## src/rtl/tbd_pkg.sv

```systemverilog
package tbd_pkg;

  localparam int unsigned WORD_W = 32;
  localparam int unsigned SEL_W  = 3;

  typedef enum logic [SEL_W-1:0] {
    SEL_TB_LO  = 3'd0,
    SEL_TB_HI  = 3'd1,
    SEL_ALT_LO = 3'd2,
    SEL_ALT_HI = 3'd3,
    SEL_DEC    = 3'd4,
    SEL_RTC_LO = 3'd5,
    SEL_RTC_HI = 3'd6,
    SEL_NONE   = 3'd7
  } tbd_sel_e;

endpackage

```

## src/rtl/tbd_wide_ctr.sv

```systemverilog
module tbd_wide_ctr #(
  parameter int unsigned HALF_W = 32
) (
  input  logic                  clk,
  input  logic                  rst_n,
  input  logic                  tick_en,
  input  logic                  wr_lo,
  input  logic                  wr_hi,
  input  logic [HALF_W-1:0]     wdata,
  output logic [2*HALF_W-1:0]   count
);

  localparam int unsigned FULL_W = 2 * HALF_W;

  logic [FULL_W-1:0] cnt_q;
  logic [FULL_W-1:0] cnt_d;

  // Next state: a write to either half wins over the tick.
  always_comb begin
    cnt_d = cnt_q;
    if (wr_lo) begin
      cnt_d = {cnt_q[FULL_W-1:HALF_W], wdata};
    end else if (wr_hi) begin
      cnt_d = {wdata, cnt_q[HALF_W-1:0]};
    end else if (tick_en) begin
      cnt_d = cnt_q + {{(FULL_W-1){1'b0}}, 1'b1};
    end
  end

  always_ff @(posedge clk or negedge rst_n) begin
    if (!rst_n) begin
      cnt_q <= '0;
    end else begin
      cnt_q <= cnt_d;
    end
  end

  assign count = cnt_q;

endmodule

```

## src/rtl/tbd_decrementer.sv

```systemverilog
module tbd_decrementer #(
  parameter int unsigned DEC_W = 32
) (
  input  logic             clk,
  input  logic             rst_n,
  input  logic             tick_en,
  input  logic             reinit,
  input  logic             wr,
  input  logic [DEC_W-1:0] wdata,
  input  logic             ack,
  output logic [DEC_W-1:0] value,
  output logic             irq
);

  localparam int unsigned MSB = DEC_W - 1;

  logic [DEC_W-1:0] dec_q;
  logic [DEC_W-1:0] dec_d;
  logic             irq_q;
  logic             irq_d;
  logic             set_req;
  logic             at_zero;

  assign at_zero = (dec_q == '0);

  always_comb begin
    dec_d   = dec_q;
    set_req = 1'b0;
    if (wr) begin
      // Software load; a sign change from clear to set requests the exception.
      dec_d   = wdata;
      set_req = wdata[MSB] & ~dec_q[MSB];
    end else if (tick_en) begin
      if (at_zero) begin
        dec_d   = '1;
        set_req = 1'b1;
      end else begin
        dec_d = dec_q - {{(DEC_W-1){1'b0}}, 1'b1};
      end
    end
  end

  always_comb begin
    irq_d = set_req | (irq_q & ~ack);
    if (reinit) begin
      irq_d = 1'b0;
    end
  end

  always_ff @(posedge clk or negedge rst_n) begin
    if (!rst_n) begin
      dec_q <= '1;
      irq_q <= 1'b0;
    end else begin
      dec_q <= reinit ? {DEC_W{1'b1}} : dec_d;
      irq_q <= irq_d;
    end
  end

  assign value = dec_q;
  assign irq   = irq_q;

endmodule

```

## src/rtl/tbd_regport.sv

```systemverilog
module tbd_regport
  import tbd_pkg::*;
#(
  parameter int unsigned W        = 32,
  parameter logic [W-1:0] RTC_MASK = 32'h3FFF_FF80
) (
  input  logic              reg_wr,
  input  logic [SEL_W-1:0]  reg_sel,
  input  logic [W-1:0]      reg_wdata,
  input  logic [2*W-1:0]    tb_main,
  input  logic [2*W-1:0]    tb_alt,
  input  logic [W-1:0]      dec_val,
  output logic [1:0]        wr_lo,
  output logic [1:0]        wr_hi,
  output logic              dec_wr,
  output logic [W-1:0]      wdata_eff,
  output logic [W-1:0]      rdata
);

  tbd_sel_e sel;
  assign sel = tbd_sel_e'(reg_sel);

  // Write strobes, one per counter half.
  always_comb begin
    wr_lo  = 2'b00;
    wr_hi  = 2'b00;
    dec_wr = 1'b0;
    if (reg_wr) begin
      unique case (sel)
        SEL_TB_LO,
        SEL_RTC_LO: wr_lo[0] = 1'b1;
        SEL_TB_HI,
        SEL_RTC_HI: wr_hi[0] = 1'b1;
        SEL_ALT_LO: wr_lo[1] = 1'b1;
        SEL_ALT_HI: wr_hi[1] = 1'b1;
        SEL_DEC:    dec_wr   = 1'b1;
        default:    ;
      endcase
    end
  end

  assign wdata_eff = (sel == SEL_RTC_LO) ? (reg_wdata & RTC_MASK) : reg_wdata;

  // Read multiplexer.
  always_comb begin
    unique case (sel)
      SEL_TB_LO:  rdata = tb_main[W-1:0];
      SEL_TB_HI,
      SEL_RTC_HI: rdata = tb_main[2*W-1:W];
      SEL_ALT_LO: rdata = tb_alt[W-1:0];
      SEL_ALT_HI: rdata = tb_alt[2*W-1:W];
      SEL_DEC:    rdata = dec_val;
      SEL_RTC_LO: rdata = tb_main[W-1:0] & RTC_MASK;
      default:    rdata = '0;
    endcase
  end

endmodule

```

## src/rtl/timebase_dec.sv

```systemverilog
module timebase_dec
  import tbd_pkg::*;
#(
  parameter int unsigned  W        = WORD_W,
  parameter logic [W-1:0] RTC_MASK = 32'h3FFF_FF80
) (
  input  logic             clk,
  input  logic             rst_n,
  input  logic             tick_en,
  input  logic             reinit,
  input  logic             dec_ack,
  input  logic             reg_wr,
  input  logic [SEL_W-1:0] reg_sel,
  input  logic [W-1:0]     reg_wdata,
  output logic [W-1:0]     reg_rdata,
  output logic             dec_irq
);

  localparam int unsigned NUM_TB = 2;
  localparam int unsigned TB_W   = 2 * W;

  logic [NUM_TB-1:0] wr_lo;
  logic [NUM_TB-1:0] wr_hi;
  logic              dec_wr;
  logic [W-1:0]      wdata_eff;
  logic [TB_W-1:0]   tb_cnt [NUM_TB];
  logic [W-1:0]      dec_val;

  // Index 0 is the primary time base, index 1 the alternate one.
  for (genvar g = 0; g < NUM_TB; g++) begin : g_tb
    tbd_wide_ctr #(.HALF_W(W)) u_ctr (
      .clk     (clk),
      .rst_n   (rst_n),
      .tick_en (tick_en),
      .wr_lo   (wr_lo[g]),
      .wr_hi   (wr_hi[g]),
      .wdata   (wdata_eff),
      .count   (tb_cnt[g])
    );
  end

  tbd_decrementer #(.DEC_W(W)) u_dec (
    .clk     (clk),
    .rst_n   (rst_n),
    .tick_en (tick_en),
    .reinit  (reinit),
    .wr      (dec_wr),
    .wdata   (wdata_eff),
    .ack     (dec_ack),
    .value   (dec_val),
    .irq     (dec_irq)
  );

  tbd_regport #(.W(W), .RTC_MASK(RTC_MASK)) u_port (
    .reg_wr    (reg_wr),
    .reg_sel   (reg_sel),
    .reg_wdata (reg_wdata),
    .tb_main   (tb_cnt[0]),
    .tb_alt    (tb_cnt[1]),
    .dec_val   (dec_val),
    .wr_lo     (wr_lo),
    .wr_hi     (wr_hi),
    .dec_wr    (dec_wr),
    .wdata_eff (wdata_eff),
    .rdata     (reg_rdata)
  );

endmodule

```

## config.mk

```make
export PLATFORM = sky130hd
export DESIGN_NAME = timebase_dec
export DESIGN_NICKNAME = d
export VERILOG_FILES = /design/src/rtl/tbd_pkg.sv /design/src/rtl/tbd_wide_ctr.sv /design/src/rtl/tbd_decrementer.sv /design/src/rtl/tbd_regport.sv /design/src/rtl/timebase_dec.sv
export SDC_FILE = /design/constraint.sdc
export NUM_CORES = 1
export LEC_CHECK = 0
export ABC_AREA = 1
export BUFFER_PORTS_ARGS = -buffer_cell sky130_fd_sc_hd__buf_4
export CAP_MARGIN = 20
export CORE_MARGIN = 5
export CORE_UTILIZATION = 60
export CTS_BUF_LIST = sky130_fd_sc_hd__clkbuf_2 sky130_fd_sc_hd__clkbuf_4 sky130_fd_sc_hd__clkbuf_8
export DETAILED_ROUTE_END_ITERATION = 16
export PLACE_DENSITY_LB_ADDON = 0.25
export SKIP_CTS_REPAIR_TIMING = 1
export SYNTH_ARGS = -nofsm -noshare
export SYNTH_HDL_FRONTEND = slang
export SYNTH_HIERARCHICAL = 1
export SYNTH_SLANG_ARGS = --single-unit
```

## constraint.sdc

```tcl
create_clock -name clk -period 2.7 [get_ports clk]
set_input_delay 0.135 -clock clk [delete_from_list [all_inputs] [get_ports clk]]
set_output_delay 0.135 -clock clk [all_outputs]
set_load 0.005 [all_outputs]
```

==> results.sh, run 1 <==
export IMPL_ys_types=41
export IMPL_cts_root_buf="clkbuf_8"
export IMPL_synth_avg_cell_area_um2=5.797
export IMPL_synth_edff_count=0
export IMPL_synth_largest_area_cell="dfrtp_1"
export IMPL_syn_instance_count=2632
export IMPL_dp_hpwl_mm=48.66
export IMPL_power_per_cell_area_nw_per_um2=539.9
export IMPL_synth_area_um2=15260
export IMPL_clkTransAtPathRegs_ps=100
export IMPL_fin_crit_sh_pct=84.20
export IMPL_die_w_um=169.5
export IMPL_syn_num_nets=2677
export IMPL_yosys_top_cells_area="dfrtp_1 (21%), nand2_1 (21%), nor2_1 (12%), inv_1 (6.5%), nand3_1 (6.4%)"
export IMPL_wl_per_cell_um=22.02
export IMPL_totalWireLength_mm=66.02
export IMPL_clock_path_buffers=2
export IMPL_synth_top_family_by_area="simple AND/OR/NAND/NOR gates"
export IMPL_crit_top_cell="nand2_1"
export IMPL_critPathKind="reg2reg"
export IMPL_grt_overflow=0
export IMPL_grt_max_degree=69
export IMPL_dp_slack_ps=386.4
export IMPL_ctsHtreeMaxLevel=4
export IMPL_synth_simple_area_share_pct=50.78
export IMPL_post_synth_top_area_fraction_pct=21.16
export IMPL_drive_gt1_share_pct=11.05
export IMPL_max_cap_viol_count=0
export IMPL_routed_via_density=6.229
export IMPL_portBuffers=73
export IMPL_cp_slowest_cell="nor3_1"
export IMPL_synth_xor_xnor_area_share_pct=0.9185
export IMPL_worstPathArrival_ps=2660
export IMPL_critPathCaptureType="register"
export IMPL_drc=0
export IMPL_core_um2=25110
export IMPL_synth_compound_area_share_pct=9.857
export IMPL_async_flop_share_pct=100.0
export IMPL_antenna_found_initial=1
export IMPL_tightest_slew_ps=930.0
export IMPL_gp_congestion=1.082
export IMPL_cts_tree="done"
export IMPL_fp_dieArea_um2=28720
export IMPL_finalNetCount=2701
export IMPL_grt_pass1_vias=17020
export IMPL_crit_family="simple AND/OR/NAND/NOR gates"
export IMPL_maxSlewHeadroom_pct=37.77
export IMPL_slew_violations=0
export IMPL_rsz0062_at_grt="no"
export IMPL_timing_critical_path_cells="nand2_1 -> nor2_2 -> nand2_2 -> nor3_1 -> nand2_1 -> nand2_1 -> nand3_1 -> nand2_1 -> nand2_1"
export IMPL_synthTopCellsByCount="nand2_1 (844), nor2_1 (472), inv_1 (263)"
export IMPL_cp_num_buf_inv=0
export IMPL_grtUsageTotal_pct=45.14
export IMPL_seqCellArea_um2=4069
export IMPL_crit_required_ps=3090
export IMPL_peakVddDrop_v=0.0003709
export IMPL_antenna_cells=0
export IMPL_postPlaceCellArea_um2=15890
export IMPL_setup_slack_ps=426.7
export IMPL_vias=18680
export IMPL_min_path_type="in2reg"
export IMPL_clk_latency_ps=500
export IMPL_ys_seq_area_share_pct=26.67
export IMPL_die_h_um=169.5
export IMPL_synth_most_common_cell="nand2_1"
export IMPL_p_leak_nw=8.212
export IMPL_row_count=58
export IMPL_numCtsBuffers=17
export IMPL_ant_nets=0
export IMPL_yosys_register_bits=161
export IMPL_finalClockSkew_ps=25.69
export IMPL_filler_cell_count=2391
export IMPL_area_growth_pct=7.824
export IMPL_fin_area_um2=16450
export IMPL_ys_warn_count=6
export IMPL_cp_max_fo=7
export IMPL_yosys_area_share_adder_pct=0.3280
export IMPL_multi_input_area_um2=9479
export IMPL_cp_start_kind="register"
export IMPL_muxShareOfSynthArea_pct=0
export IMPL_io_pins=74
export IMPL_max_freq_mhz=439.9
export IMPL_drt_first_iter_violations=3218
export IMPL_max_stage_delay_ps=570
export IMPL_setup_tns_ps=0
export IMPL_cts_sinks=161
export IMPL_dr_pass1_iters=7
export IMPL_initial_core_util_pct=60.76
export IMPL_period_needed_ps=2273
export IMPL_setup_viol=0
export IMPL_status="finished, final reports clean"
export IMPL_grt_pass1_wl_mm=99.38
export IMPL_ys_flop_type="dfrtp_1"
export IMPL_final_hold_violation_count=0
[area by class of cell]
type / count / area share [%]
tap: 330 / 2.510
sequential: 161 / 24.73
multi-input combinational: 2071 / 57.62
clock inverter: 14 / 0.8671
clock buffer: 18 / 1.468
inverter: 272 / 6.206
timing repair buffer: 133 / 6.594
[per-stage QoR]
stage                     hold WS, ps  instances  utilization [%]  power (mW)
after global placement          214.5       2949            63.27       6.774
after floorplan                -160.6       2632                -       5.500
after detailed placement        214.9       2949            63.27       6.839
after CTS                      -316.4       2981            64.80       8.698
after global routing            2.136       2999            65.52       9.338
final                           16.40       2999            65.52       8.882
[placed cells by master (no fill, tap or decap), types with 4 or more instances in the layout]
cell type,n
o211ai_1,12
o21ai_1,40
a21oi_1,126
nand4_1,127
nand2_4,6
dfstp_2,32
o21a_1,9
nand2_1,844
dfrtp_1,129
a22oi_1,6
a21oi_2,9
nand3b_1,12
buf_4,111
nor2_2,33
o21bai_1,10
inv_2,9
ha_1,4
xor2_1,12
nand3_1,195
o21ai_0,53
nand2_2,30
clkbuf_8,17
nor3_1,29
dlygate4sd3_1,18
inv_6,6
o22ai_1,4
xnor2_1,4
nor2_4,14
inv_1,261
nor2_8,5
nor2_1,472
[per-layer routing]
layer	routed length [µm]	GRT usage, %	vias up
li1	-	-	8440
met1	23260	56.89	8494
met2	28250	68.93	1414
met3	8377	10.18	332
met4	6091	31.15	2
met5	46	0	-
[flip-flops by register name (all words and copies together), names as in the netlist]
signal            count
u_dec/value          32
g_tb.u_ctr/count    128
u_dec/irq             1
[worst reg2reg max path, stage by stage (launching register included)]
cell and delay [ps]:
dfrtp_1 500, nand2_1 200, nor2_2 310, nand2_2 200, nor3_1 570, nand2_1 130, nand2_1 80, nand3_1 60
nand2_1 90, nand2_1 50
[power by group]
part           internal (mW)  leakage, nW  total, mW  switching, mW
clock                  0.774        0.198       1.89           1.11
combinational           1.05         6.09       2.98           1.93
sequential              2.93         1.92       4.02           1.08
[final timing paths]
kind	cells after the start	start	slack, ps	endpoint
worst max-delay path	9	g_tb[0].u_ctr/count[17]	430	g_tb[0].u_ctr/count[54]
max in group asynchronous	3	rst_n	1600	u_dec/value[5]
min in group asynchronous	2	rst_n	300	u_dec/irq
worst min-delay path	3	reg_wdata[16]	20	g_tb[1].u_ctr/count[16]
worst min register to register	2	u_dec/value[6]	550	u_dec/value[6]
worst max register to register	9	g_tb[0].u_ctr/count[17]	430	g_tb[0].u_ctr/count[54]
[logic make-up (layout without fill, tap and decap cells)]
family / after synthesis / after routing
AND/OR/NAND/NOR: 1778 / 1778
buffers and inverters: 400 / 437
AO/OA/AOI/OAI: 273 / 273
flip-flops: 161 / 161
XOR/XNOR: 16 / 16
adder cells (fa/ha/maj): 4 / 4
No activity file was read; power rests on OpenSTA's default activity.
==> run 2, diff against run 1 <==
Clock period 2.7 ns to 2.3 ns, I/O delays scaled along.
==> run 2 against run 1 <==
  * Worst setup slack worse by 240 ps
  * First-iteration DRC count increased by 0.37%
  * Largest cell class unchanged
  * Non-clock buffer count rose by 26
  * Largest power group unchanged
  * Clock skew is 2.5 ps lower
  * Combinational power is 25% higher
  * Final area increased by 1.5%
  * Final cell count rose by 0.90%
  * The run now ends with hold timing left
  * Register-to-register slack got worse by 240 ps
  * Clock power is 15% higher
  * Maximum frequency rose by 7.4%
  * Clock-buffer cell count down 1
==> results.sh, run 2 (synthesis gave the netlist of run 1 again) <==
export IMPL_row_count=58
export IMPL_final_cell_mix="nand2_1 (844), nor2_1 (472), inv_1 (261), nand3_1 (195), buf_4 (131)"
export IMPL_cts_root_buf="clkbuf_8"
export IMPL_core_um2=25110
export IMPL_wl_per_cell_um=21.84
export IMPL_finalNetCount=2727
export IMPL_p_leak_nw=8.349
export IMPL_antenna_found_initial=0
export IMPL_cp_slowest_cell="dfrtp_1"
export IMPL_violations="hold timing"
export IMPL_cp_max_fo=7
export IMPL_peakVddDrop_v=0.0004308
export IMPL_cp_start_kind="register"
export IMPL_grt_pass1_vias=17420
export IMPL_timing_critical_path_cells="nand2_1 -> nor2_1 -> nand2_2 -> nor3_1 -> buf_4 -> nand2_1 -> nand2_1 -> nand3_1 -> nand2_1 -> nand2_1"
export IMPL_dr_pass1_iters=8
export IMPL_die_h_um=169.5
export IMPL_filler_cell_count=2398
export IMPL_period_needed_ps=2116
export IMPL_grt_max_degree=67
export IMPL_portBuffers=73
export IMPL_finalClockSkew_ps=23.20
export IMPL_cts_tree="done"
export IMPL_r2r_setup_slack_ps=180
export IMPL_drive_gt1_share_pct=11.84
export IMPL_rsz0062_at_grt="no"
export IMPL_die_w_um=169.5
export IMPL_setup_viol=0
export IMPL_crit_required_ps=2710
export IMPL_max_stage_delay_ps=550
export IMPL_gp_congestion=1.092
export IMPL_cts_sinks=161
export IMPL_final_cells=3026
export IMPL_status="complete, but fails checks"
export IMPL_critPathKind="reg2reg"
export IMPL_area_growth_pct=9.431
export IMPL_max_freq_mhz=472.6
export IMPL_ctsHtreeMaxLevel=4
export IMPL_ant_nets=0
export IMPL_crit_top_cell="nand2_1"
export IMPL_power_per_cell_area_nw_per_um2=632.2
export IMPL_fin_crit_sh_pct=91.99
export IMPL_clkTransAtPathRegs_ps=120
export IMPL_slew_violations=0
export IMPL_routed_via_density=6.188
export IMPL_grt_overflow=0
export IMPL_min_path_type="in2reg"
export IMPL_tightest_slew_ps=702.6
export IMPL_final_hold_violation_count=4
export IMPL_grtUsageTotal_pct=45.35
export IMPL_initial_core_util_pct=60.76
export IMPL_layout_commonest_cell="nand2_1"
export IMPL_dp_hpwl_mm=49.66
export IMPL_critPathCaptureType="register"
export IMPL_drt_first_iter_violations=3230
export IMPL_drc=0
export IMPL_post_place_cells=2973
export IMPL_grt_pass1_wl_mm=100.0
export IMPL_maxSlewHeadroom_pct=53.11
export IMPL_numCtsBuffers=17
export IMPL_io_pins=74
export IMPL_worstPathArrival_ps=2520
export IMPL_max_cap_viol_count=0
export IMPL_largest_register_ffs=128
export IMPL_power_total_mw=10.56
export IMPL_vias=18730
export IMPL_fp_dieArea_um2=28720
export IMPL_worst_hold_slack_ps=-19.51
export IMPL_setup_tns_ps=0
export IMPL_totalWireLength_mm=66.07
export IMPL_clk_latency_ps=500
export IMPL_clock_path_buffers=2
[run 2: routing by layer]
layer	GRT usage [%]	wire length (µm)
met1	55.77	23200
met2	67.07	27440
met3	12.42	8783
met4	35.70	6646
met5	0	0
[run 2: through the flow]
stage	hold WS, ps	utilization, %	setup slack, ps	cell area [µm²]
floorplan	-180.6	-	349.0	15260
global placement	95.18	64.19	285.1	16120
detailed placement	98.38	64.19	238.5	16120
CTS	-424.0	65.69	265.4	16490
global route	-6.014	66.48	51.62	16690
finish	-19.51	66.49	184.2	16700
[run 2: worst max-delay path, delay by kind of cell, from the launching register on]
| family | cells | cell delay, ps |
|---|---|---|
| DFF | 1 | 550 |
| and+or+nand+nor | 9 | 1290 |
| buffers and inverters | 1 | 190 |
[run 2: cell type report]
type / count / area (µm²) / share of cell area, %
Antenna cell: 1 / 2.502 / 0.01499
Clock buffer: 17 / 234.0 / 1.401
Clock inverter: 15 / 142.6 / 0.8543
Inverter: 272 / 1021 / 6.115
Multi-Input combinational cell: 2071 / 9479 / 56.77
Sequential cell: 161 / 4069 / 24.37
Tap cell: 330 / 412.9 / 2.473
Timing Repair Buffer: 159 / 1335 / 7.996
[run 2: report_power, final]
part | switching, mW | internal (mW)
Sequential | 1.20 | 3.44
Combinational | 2.42 | 1.31
Clock | 1.37 | 0.804
[run 2: worst paths after layout]
| kind | startpoint | to | cells after the start |
|---|---|---|---|
| setup reg to reg | g_tb[0].u_ctr/count[19] | g_tb[0].u_ctr/count[54] | 10 |
| hold / removal | reg_wdata[25] | g_tb[1].u_ctr/count[25] | 3 |
| max in group asynchronous | rst_n | g_tb[0].u_ctr/count[36] | 3 |
| min in group asynchronous | rst_n | g_tb[0].u_ctr/count[8] | 2 |
| hold reg to reg | u_dec/value[6] | u_dec/value[6] | 2 |
| setup / recovery | g_tb[0].u_ctr/count[19] | g_tb[0].u_ctr/count[54] | 10 |
